File: src/rtl/refSelPkg.sv
package refSelPkg;
  localparam int NUM_REF = 4;
  localparam int IDX_W = $clog2(NUM_REF);

  typedef struct packed {
    logic [IDX_W-1:0] selIdx;
    logic             useRef;
  } ctrlT;

  typedef enum logic {HUNT = 1'b0, LOCKED = 1'b1} selStateT;
endpackage

File: src/rtl/refMonitor.sv
module refMonitor #(
  parameter int LATE_LIMIT = 12,
  parameter int GOOD_RUN = 8
) (
  input  logic clk,
  input  logic rst,
  input  logic edgeSeen,
  output logic missNow,
  output logic validNow
);
  localparam int GAP_W = $clog2(LATE_LIMIT + 1);
  localparam int GOOD_W = $clog2(GOOD_RUN + 1);

  logic [GAP_W-1:0] gapCnt;
  logic [GOOD_W-1:0] goodCnt;
  logic dead;

  assign missNow = !dead && !edgeSeen && (gapCnt == GAP_W'(LATE_LIMIT - 1));
  assign validNow = !dead && !missNow && (goodCnt == GOOD_W'(GOOD_RUN));

  always_ff @(posedge clk) begin
    if (rst) begin
      gapCnt <= '0;
      goodCnt <= '0;
      dead <= 1'b1;
    end else if (edgeSeen) begin
      gapCnt <= '0;
      dead <= 1'b0;
      if (dead) goodCnt <= '0;
      else if (goodCnt != GOOD_W'(GOOD_RUN)) goodCnt <= goodCnt + 1'b1;
    end else if (missNow) begin
      dead <= 1'b1;
      goodCnt <= '0;
    end else if (!dead) begin
      gapCnt <= gapCnt + 1'b1;
    end
  end
endmodule

File: src/rtl/refDatapath.sv
module refDatapath
  import refSelPkg::*;
#(
  parameter int LATE_LIMIT = 12,
  parameter int GOOD_RUN = 8,
  parameter int FREE_HALF = 4
) (
  input  logic               clk,
  input  logic               rst,
  input  logic [NUM_REF-1:0] refIn,
  input  ctrlT               ctrl,
  output logic [NUM_REF-1:0] missVec,
  output logic [NUM_REF-1:0] validVec,
  output logic               refOut
);
  localparam int FREE_W = $clog2(FREE_HALF + 1);

  logic [NUM_REF-1:0] sync1, sync2, prevS;
  logic [NUM_REF-1:0] edgeVec;
  logic [FREE_W-1:0] freeCnt;
  logic freeRef;

  always_ff @(posedge clk) begin
    if (rst) begin
      sync1 <= '0;
      sync2 <= '0;
      prevS <= '0;
    end else begin
      sync1 <= refIn;
      sync2 <= sync1;
      prevS <= sync2;
    end
  end

  assign edgeVec = sync2 & ~prevS;

  for (genvar i = 0; i < NUM_REF; i++) begin : gMon
    refMonitor #(.LATE_LIMIT(LATE_LIMIT), .GOOD_RUN(GOOD_RUN)) mon (
      .clk(clk), .rst(rst), .edgeSeen(edgeVec[i]),
      .missNow(missVec[i]), .validNow(validVec[i])
    );
  end

  always_ff @(posedge clk) begin
    if (rst) begin
      freeCnt <= '0;
      freeRef <= 1'b0;
    end else if (freeCnt == FREE_W'(FREE_HALF - 1)) begin
      freeCnt <= '0;
      freeRef <= ~freeRef;
    end else begin
      freeCnt <= freeCnt + 1'b1;
    end
  end

  assign refOut = ctrl.useRef ? sync2[ctrl.selIdx] : freeRef;
endmodule

File: src/rtl/refControl.sv
module refControl
  import refSelPkg::*;
(
  input  logic               clk,
  input  logic               rst,
  input  logic [NUM_REF-1:0] missVec,
  input  logic [NUM_REF-1:0] validVec,
  output ctrlT               ctrl,
  output logic               lockOut,
  output logic               masterMode
);
  selStateT state;
  logic [IDX_W-1:0] selReg, scanPtr;

  function automatic logic [IDX_W-1:0] nextIdx(input logic [IDX_W-1:0] idx);
    return (idx == IDX_W'(NUM_REF - 1)) ? '0 : idx + 1'b1;
  endfunction

  always_ff @(posedge clk) begin
    if (rst) begin
      state <= HUNT;
      selReg <= '0;
      scanPtr <= '0;
    end else if (state == HUNT) begin
      if (validVec[scanPtr]) begin
        state <= LOCKED;
        selReg <= scanPtr;
      end else begin
        scanPtr <= nextIdx(scanPtr);
      end
    end else if (missVec[selReg]) begin
      state <= HUNT;
      scanPtr <= nextIdx(selReg);
    end
  end

  assign lockOut = (state == LOCKED) && !missVec[selReg];
  assign masterMode = !lockOut;
  assign ctrl.selIdx = selReg;
  assign ctrl.useRef = lockOut;
endmodule

File: src/rtl/refClockSelector.sv
module refClockSelector
  import refSelPkg::*;
#(
  parameter int LATE_LIMIT = 12,
  parameter int GOOD_RUN = 8,
  parameter int FREE_HALF = 4
) (
  input  logic         clk,
  input  logic         rst,
  input  logic [3:0]   refIn,
  output logic         refOut,
  output logic [1:0]   selIdx,
  output logic         lockOut,
  output logic         masterMode
);
  ctrlT ctrl;
  logic [NUM_REF-1:0] missVec, validVec;

  refDatapath #(.LATE_LIMIT(LATE_LIMIT), .GOOD_RUN(GOOD_RUN), .FREE_HALF(FREE_HALF)) dp (
    .clk(clk), .rst(rst), .refIn(refIn), .ctrl(ctrl),
    .missVec(missVec), .validVec(validVec), .refOut(refOut)
  );

  refControl cu (
    .clk(clk), .rst(rst), .missVec(missVec), .validVec(validVec),
    .ctrl(ctrl), .lockOut(lockOut), .masterMode(masterMode)
  );

  assign selIdx = ctrl.selIdx;
endmodule

File: config.mk
export PLATFORM = sky130hd
export DESIGN_NAME = refClockSelector
export DESIGN_NICKNAME = d
export VERILOG_FILES = /design/src/rtl/refSelPkg.sv /design/src/rtl/refMonitor.sv /design/src/rtl/refDatapath.sv /design/src/rtl/refControl.sv /design/src/rtl/refClockSelector.sv
export SDC_FILE = /design/constraint.sdc
export NUM_CORES = 1
export LEC_CHECK = 0
export ABC_AREA = 1
export BUFFER_PORTS_ARGS = -buffer_cell sky130_fd_sc_hd__buf_2
export CAP_MARGIN = 15
export CORE_MARGIN = 2
export CORE_UTILIZATION = 50
export DETAILED_ROUTE_END_ITERATION = 8
export PLACE_DENSITY = 0.68
export SYNTH_ARGS = -nofsm -noshare
export SYNTH_HDL_FRONTEND = slang
export SYNTH_SLANG_ARGS = --single-unit
File: constraint.sdc
create_clock -name clk -period 1.8 [get_ports clk]
set_input_delay 0 -clock clk [delete_from_list [all_inputs] [get_ports clk]]
set_output_delay 0 -clock clk [all_outputs]
set_load 0.01 [all_outputs]
==> run metrics, run 1 <==
gpl congestion roughly 0.83; post-route insts no fill 477; Syn-to-layout area delta 17.6%; GR Util met1 between 20 and 25%; Vias between 2k and 2.5k; setup violators final 0; setup TNS 0 ns; Worst Path Required ~1.8 ns; cell internal pwr 2.20 mW; CTS tree yes; # H-tree levels 3; clock root cell clkbuf_8; VDD IR max about 0.66 mV; global routing's busiest layer met2; first-pass GRT wire length a little under 9 mm; Worst slew margin about four fifths; largest net degree at the start of global routing 26; mapped cell area between 2000 and 3000 um^2; layout cell share with drive strength beyond 1 between 20% and 30%; Clk pwr share 38.1%; Unique masters post-synth 34; initial antenna violation count 0; outcome complete, no violations; max_cap viols 0; CTS Buf Count 9; # fillers 510; flops & latches, synth between 50 and 60; Pwr Density about 940 nW/um^2; wire per inst between 10 and 15 um; Initial DRC Count 80; area of the multi-input gates ~1500 um^2; Syn. warnings 0; DP Wirelength ~3.6 mm; Die X slightly below 80 um; clk sink count between 50 and 60; ANT cells 0; CP Max Fanout 5; # rows 27; period utilization between 90 and 100%; Net Switching around 900 uW; WL final ~5.1 mm; Final Slew Violations 0; die height ~79 um; crit-path cells ha_2 > nand3_2 > nor2_2 > nand2_2 > nand2_2 > nand3_4 > nand3_4 > inv_2 > nand2_1 > nand2_1 > buf_2; endpoints failing hold 0; Leak approximately 1.4 nW; I/O pin count 11; min-delay worst type in -> reg; GR Layer Usage met3 between 5 and 6%; clk slew on worst S/H paths ~0.07 ns; I/O Buffers 10; Fmax achieved just under 600 MHz; Syn Nets between 300 and 400; clk buf depth 2; antenna-violating nets left 0; Startpoint Class flop; vias in the first global route roughly 2.1k; initial core utilization between 50% and 60%; Tmin final ~1.7 ns; critical path's largest stage delay 0.35 ns; CP max-delay cell dfxtp_2; register share of total power a little under half; placed cell count roughly 450; clock latency on the worst-skew pair about 0.34 ns; crit path capture type primary output; CP Class reg -> out; Vias/cell between 4 and 5; met2 Usage GRT between 30% and 40%; FF+latch area around 1200 um^2; Core Region between 5000 and 6000 um^2; worst slew pin tran 0.322 ns; Cells after Synth about 370; Nets around 420; die area around 6200 um^2; Setup Skew between 0.003 and 0.004 ns; total grt overflow 0; sequential area share after synthesis between 40% and 50%; Avg Inst Size Synth about 7.5 um^2; switching part of the total 29.0%; drt pass-1 iters 4; Crit path arrival time 1.69 ns; drt drc 0; Gate power share around 16%; GRT Resource Usage Total a little under a fifth
-- power groups by stage --
| stage | registers, mW | logic [mW] | clock network (mW) |
|---|---|---|---|
| 2_1_floorplan | 1.43 | 0.374 | 0 |
| 3_3_place_gp | 1.44 | 0.462 | 0 |
| 3_5_place_dp | 1.45 | 0.474 | 0 |
| 4_1_cts | 1.42 | 0.482 | 1.21 |
| 5_1_grt | 1.43 | 0.578 | 1.27 |
| 6_report | 1.42 | 0.504 | 1.18 |
-- cell usage in the layout (no fill, tap or decap), types with 2 or more instances in the layout --
master,instances
nand2_1,64
or2_0,6
a21oi_2,2
nor2_1,40
a31oi_1,2
dfxtp_4,2
ha_4,2
o21ai_0,8
dfxtp_2,6
nor3_1,10
nand2_2,17
nand2_4,2
inv_2,18
clkbuf_8,10
o211ai_1,2
ha_2,2
nor2_2,2
o21ai_1,4
or2_1,2
nand3_2,6
dlygate4sd3_1,4
buf_2,10
clkinv_2,6
ha_1,12
inv_1,43
nand3_4,5
a21oi_1,35
a211oi_1,3
buf_4,6
nor2_4,4
nand3_1,7
nand4_1,4
dfxtp_1,49
-- Yosys cell counts, drive strengths merged --
master,number,area (um^2)
a211oi,3,22.5
o21ai,12,60.1
or2,9,56.3
ha,16,200
dfxtp,57,1140
clkbuf,1,3.75
nand2,83,357
nand4,4,25.0
o211ai,2,15.0
nor3,10,50.1
a21oi,37,193
o32ai,1,8.76
nand3b,1,7.51
o21bai,1,7.51
nand3,18,158
xnor2,1,8.76
a31oi,2,12.5
inv,61,229
clkinv,3,13.8
buf,2,10.0
and3,1,6.26
nor2,47,223
-- path summary, 6_finish.rpt --
check | cells after the start | from | end | slack, ns
worst min register to register | 2 | dp.sync1[2] | dp.sync2[2] | 0.41
worst max register to register | 8 | dp.gMon[1].mon.gapCnt[0] | dp.gMon[1].mon.goodCnt[3] | 0.28
worst max-delay path | 11 | dp.gMon[0].mon.gapCnt[0] | refOut | 0.11
worst min-delay path | 3 | rst | dp.gMon[3].mon.dead | 0.08
-- stage by stage --
step / total power, mW / hold slack, ns / setup WS, ns / utilization (%) / instance area [um^2]
global placement: 1.91 / 0.199 / 0.321 / 53.7 / 2940
floorplan: 1.80 / 0.107 / 0.448 / - / 2810
detailed placement: 1.92 / 0.211 / 0.291 / 53.7 / 2940
global route: 3.28 / 0.104 / -0.00922 / 60.3 / 3300
CTS: 3.11 / 0.0745 / 0.0170 / 58.0 / 3180
finish: 3.11 / 0.0778 / 0.114 / 60.3 / 3300
-- area by class of cell --
type,instances,area share (%)
clock buffer,10,4.17
clock inverter,6,1.74
inverter,64,7.35
multi-input combinational,248,44.9
sequential,57,35.0
tap,72,2.73
timing repair buffer,20,4.09
-- logic make-up after synthesis --
logic type	Yosys count	synth area share, %
buf+inv	67	9.13
xor+xnor	1	0.312
fa+ha+maj	16	7.13
flops	57	40.6
simple gates	173	31.4
compound gates	58	11.4
-- flip-flops by register name (all words and copies together), names as in the netlist --
register / count
dp.freeCnt: 3
dp.sync1: 4
dp.freeRef: 1
cu.scanPtr: 2
cu.selReg: 2
dp.gMon.mon.goodCnt: 16
dp.gMon.mon.dead: 4
dp.gMon.mon.gapCnt: 16
cu.state: 1
dp.prevS: 4
dp.sync2: 4
-- critical path: cells and delay by family (launching register included) --
| family | cells | cell delay, ns |
|---|---|---|
| fa+ha+maj | 1 | 0.19 |
| buf+inv | 2 | 0.17 |
| flops | 1 | 0.35 |
| simple gates | 8 | 0.65 |
-- layer usage --
| layer | wire, um | part of all wire [%] | vias to the layer above |
|---|---|---|---|
| met5 | 0 | 0 | - |
| met4 | 91 | 1.8 | 0 |
| met3 | 143 | 2.8 | 7 |
| met2 | 2370 | 47 | 18 |
| met1 | 2460 | 48 | 1020 |
| li1 | - | - | 1236 |
-- timing repair --
action                     4_1_cts  5_1_grt
resized for setup                0       27
hold endpoints to repair         4        0
hold buffers                     4        0
buffers inserted                 0        5
setup endpoints to repair        0        3
Note: power is estimated with default switching activity, not from simulation.
==> run 2, diff against run 1 <==
CORE_UTILIZATION = 61   (was 50)
HOLD_SLACK_MARGIN = 0.15   (was default)
PLACE_DENSITY = 0.8   (was 0.68)
==> run 2 against run 1 <==
Net effect:
- clock skew rose by 0.0022 ns
- setup slack worse by 0.049 ns
- clock power shrank 8%
- worst hold slack improved by 0.33 ns
- core utilization increased by 15 points
- sequential power is essentially flat
- non-clock buffer count is 6 higher
- fmax fell by 2.8%
- register-to-register slack worse by 0.10 ns
- first-iteration DRC count rose by 68%
- design area increased by 0.57%
- critical endpoint unchanged
==> run metrics, run 2 (same netlist as run 1, synthesis figures left out) <==
Initial DRC Count ~130; crit-path cells ha_4 > nand3_2 > nor2_4 > nand2_2 > nand2_2 > nand3_4 > nand3_4 > inv_2 > nand2_1 > nand2_1 > buf_2; largest net degree at the start of global routing 26; commonest non-fill, non-tap cell in the layout nand2_1; drt drc 0; DP Wirelength between 3 and 4 mm; endpoints failing hold 0; CP Max Fanout 5; CTS tree yes; crit path capture type primary output; final core area utilization between 70% and 80%; I/O Buffers 10; clk slew on worst S/H paths 0.06 ns; WL final 5.58 mm; Post-Route M1 WL 2.51 mm; # fillers roughly 280; clk buf depth 2; worst slew pin tran between 0.3 and 0.4 ns; max_cap viols 0; Final Slew Violations 0; total grt overflow 0; met3 WL 184 um; Setup Skew a little over 0.006 ns; Routed met2 length between 2 and 3 mm; setup violators final 0; critical path's largest stage delay approximately 0.36 ns; placed cell count 432; initial antenna violation count 0; setup TNS 0 ns; clock root cell clkbuf_8; # H-tree levels 3; outcome complete, no violations; Crit path arrival time 1.73 ns; Crit path max-delay family simple AND/OR/NAND/NOR gates; top flop regs dp.gMon.mon.gapCnt: 16 flops, dp.gMon.mon.goodCnt: 16 flops; CP Class reg -> out; top routing layer used met4; Vias/cell 5.21; clk sink count 57; Leak around 1.4 nW; gpl congestion slightly below 0.9; Pwr Density a little over 900 nW/um^2; drt pass-1 iters 4; # rows 24; Tmin final between 1.5 and 2 ns; period utilization 96.4%; layout cell share with drive strength beyond 1 24.9%; Startpoint Class flop; die area approximately 5200 um^2; WHS 0.408 ns; Vias roughly 2.4k; Nets 428; hold path cells 2; ANT cells 0; Core Region 4380 um^2; antenna-violating nets left 0; commonest cells after routing, fill and taps aside nand2_1 (66), dfxtp_1 (48), inv_1 (43), nor2_1 (42), a21oi_1 (35); Syn-to-layout area delta 18.3%; post-route insts no fill ~460; vias in the first global route approximately 2.3k; wire per inst roughly 12 um; WP depth 11; I/O pin count 11; Worst Path Required between 1.5 and 2 ns; Worst slew margin between 70% and 80%; VDD IR max around 0.83 mV; min-delay worst type reg -> reg; CTS Buf Count 9; Die X 71.8 um; CP max-delay cell dfxtp_2; initial core utilization ~64%; Buffers & Inverters on Critical Path 2; Fmax achieved between 500 and 600 MHz; clock latency on the worst-skew pair between 0.3 and 0.4 ns; Reg2Reg Depth 9; first-pass GRT wire length 9.40 mm; GRT Resource Usage Total 23.6%; die height 71.8 um
==> run 2: cell types whose count changed in the layout (fill, tap and decap cells not counted), sizes merged <==
cell / before / now
clkinvlp: 1 / 0
clkbuf: 10 / 12
buf: 16 / 18
clkinv: 7 / 6
bufinv: 1 / 0
dlygate4sd3: 4 / 8
==> run 2: per-stage QoR <==
| stage | area, um^2 | power [mW] | setup WS, ns |
|---|---|---|---|
| 2_1_floorplan | 2810 | 1.80 | 0.448 |
| 3_3_place_gp | 2920 | 1.90 | 0.349 |
| 3_5_place_dp | 2920 | 1.92 | 0.261 |
| 4_1_cts | 3180 | 3.01 | 0.0142 |
| 5_1_grt | 3320 | 3.19 | -0.0267 |
| 6_report | 3320 | 3.04 | 0.0651 |
==> run 2: where the power goes <==
| group | internal, mW | switching [mW] | total (mW) |
|---|---|---|---|
| sequential | 1.34 | 0.0919 | 1.43 |
| clock | 0.597 | 0.490 | 1.09 |
| combinational | 0.211 | 0.312 | 0.523 |
==> run 2: repair_timing <==
| action | 4_1_cts | 5_1_grt |
|---|---|---|
| setup endpoints to repair | 1 | 2 |
| hold buffers | 8 | 0 |
| hold endpoints to repair | 14 | 0 |
| gates resized for setup | 1 | 24 |
| setup buffers | 0 | 7 |
| pin swaps | 0 | 3 |
==> run 2: worst register-to-register path: stages, from the launching register on <==
cell     delay, ns
dfxtp_2       0.38
ha_4          0.15
nand3_2       0.08
nor2_1        0.09
nand2_1       0.09
buf_4         0.15
nand2_1       0.17
inv_2         0.07
o21ai_1       0.25
nor3_1        0.08
==> run 2: path summary, 6_finish.rpt <==
kind / startpoint / endpoint / slack [ns]
max: dp.gMon[3].mon.gapCnt[1] / refOut / 0.07
min: dp.sync1[3] / dp.sync2[3] / 0.41
max reg2reg: dp.gMon[1].mon.gapCnt[0] / dp.gMon[1].mon.goodCnt[3] / 0.18
min reg2reg: dp.sync1[3] / dp.sync2[3] / 0.41
==> run 2: cell type report <==
| type | instances | area (um^2) | area share, % |
|---|---|---|---|
| inverters | 64 | 243 | 7.31 |
| flip-flops and latches | 57 | 1160 | 34.9 |
| repair buffers | 26 | 190 | 5.73 |
| well taps | 52 | 65.1 | 1.96 |
| clock inverters | 3 | 15.0 | 0.452 |
| multi-input cells | 248 | 1490 | 44.7 |
| clock buffers | 12 | 165 | 4.97 |
==> run 2: routing by layer <==
metal / GRT usage (%) / up-vias
met2: 42.4 / 41
met5: 0 / -
li1: - / 1251
met3: 5.49 / 13
met1: 26.5 / 1104
met4: 10.7 / 0
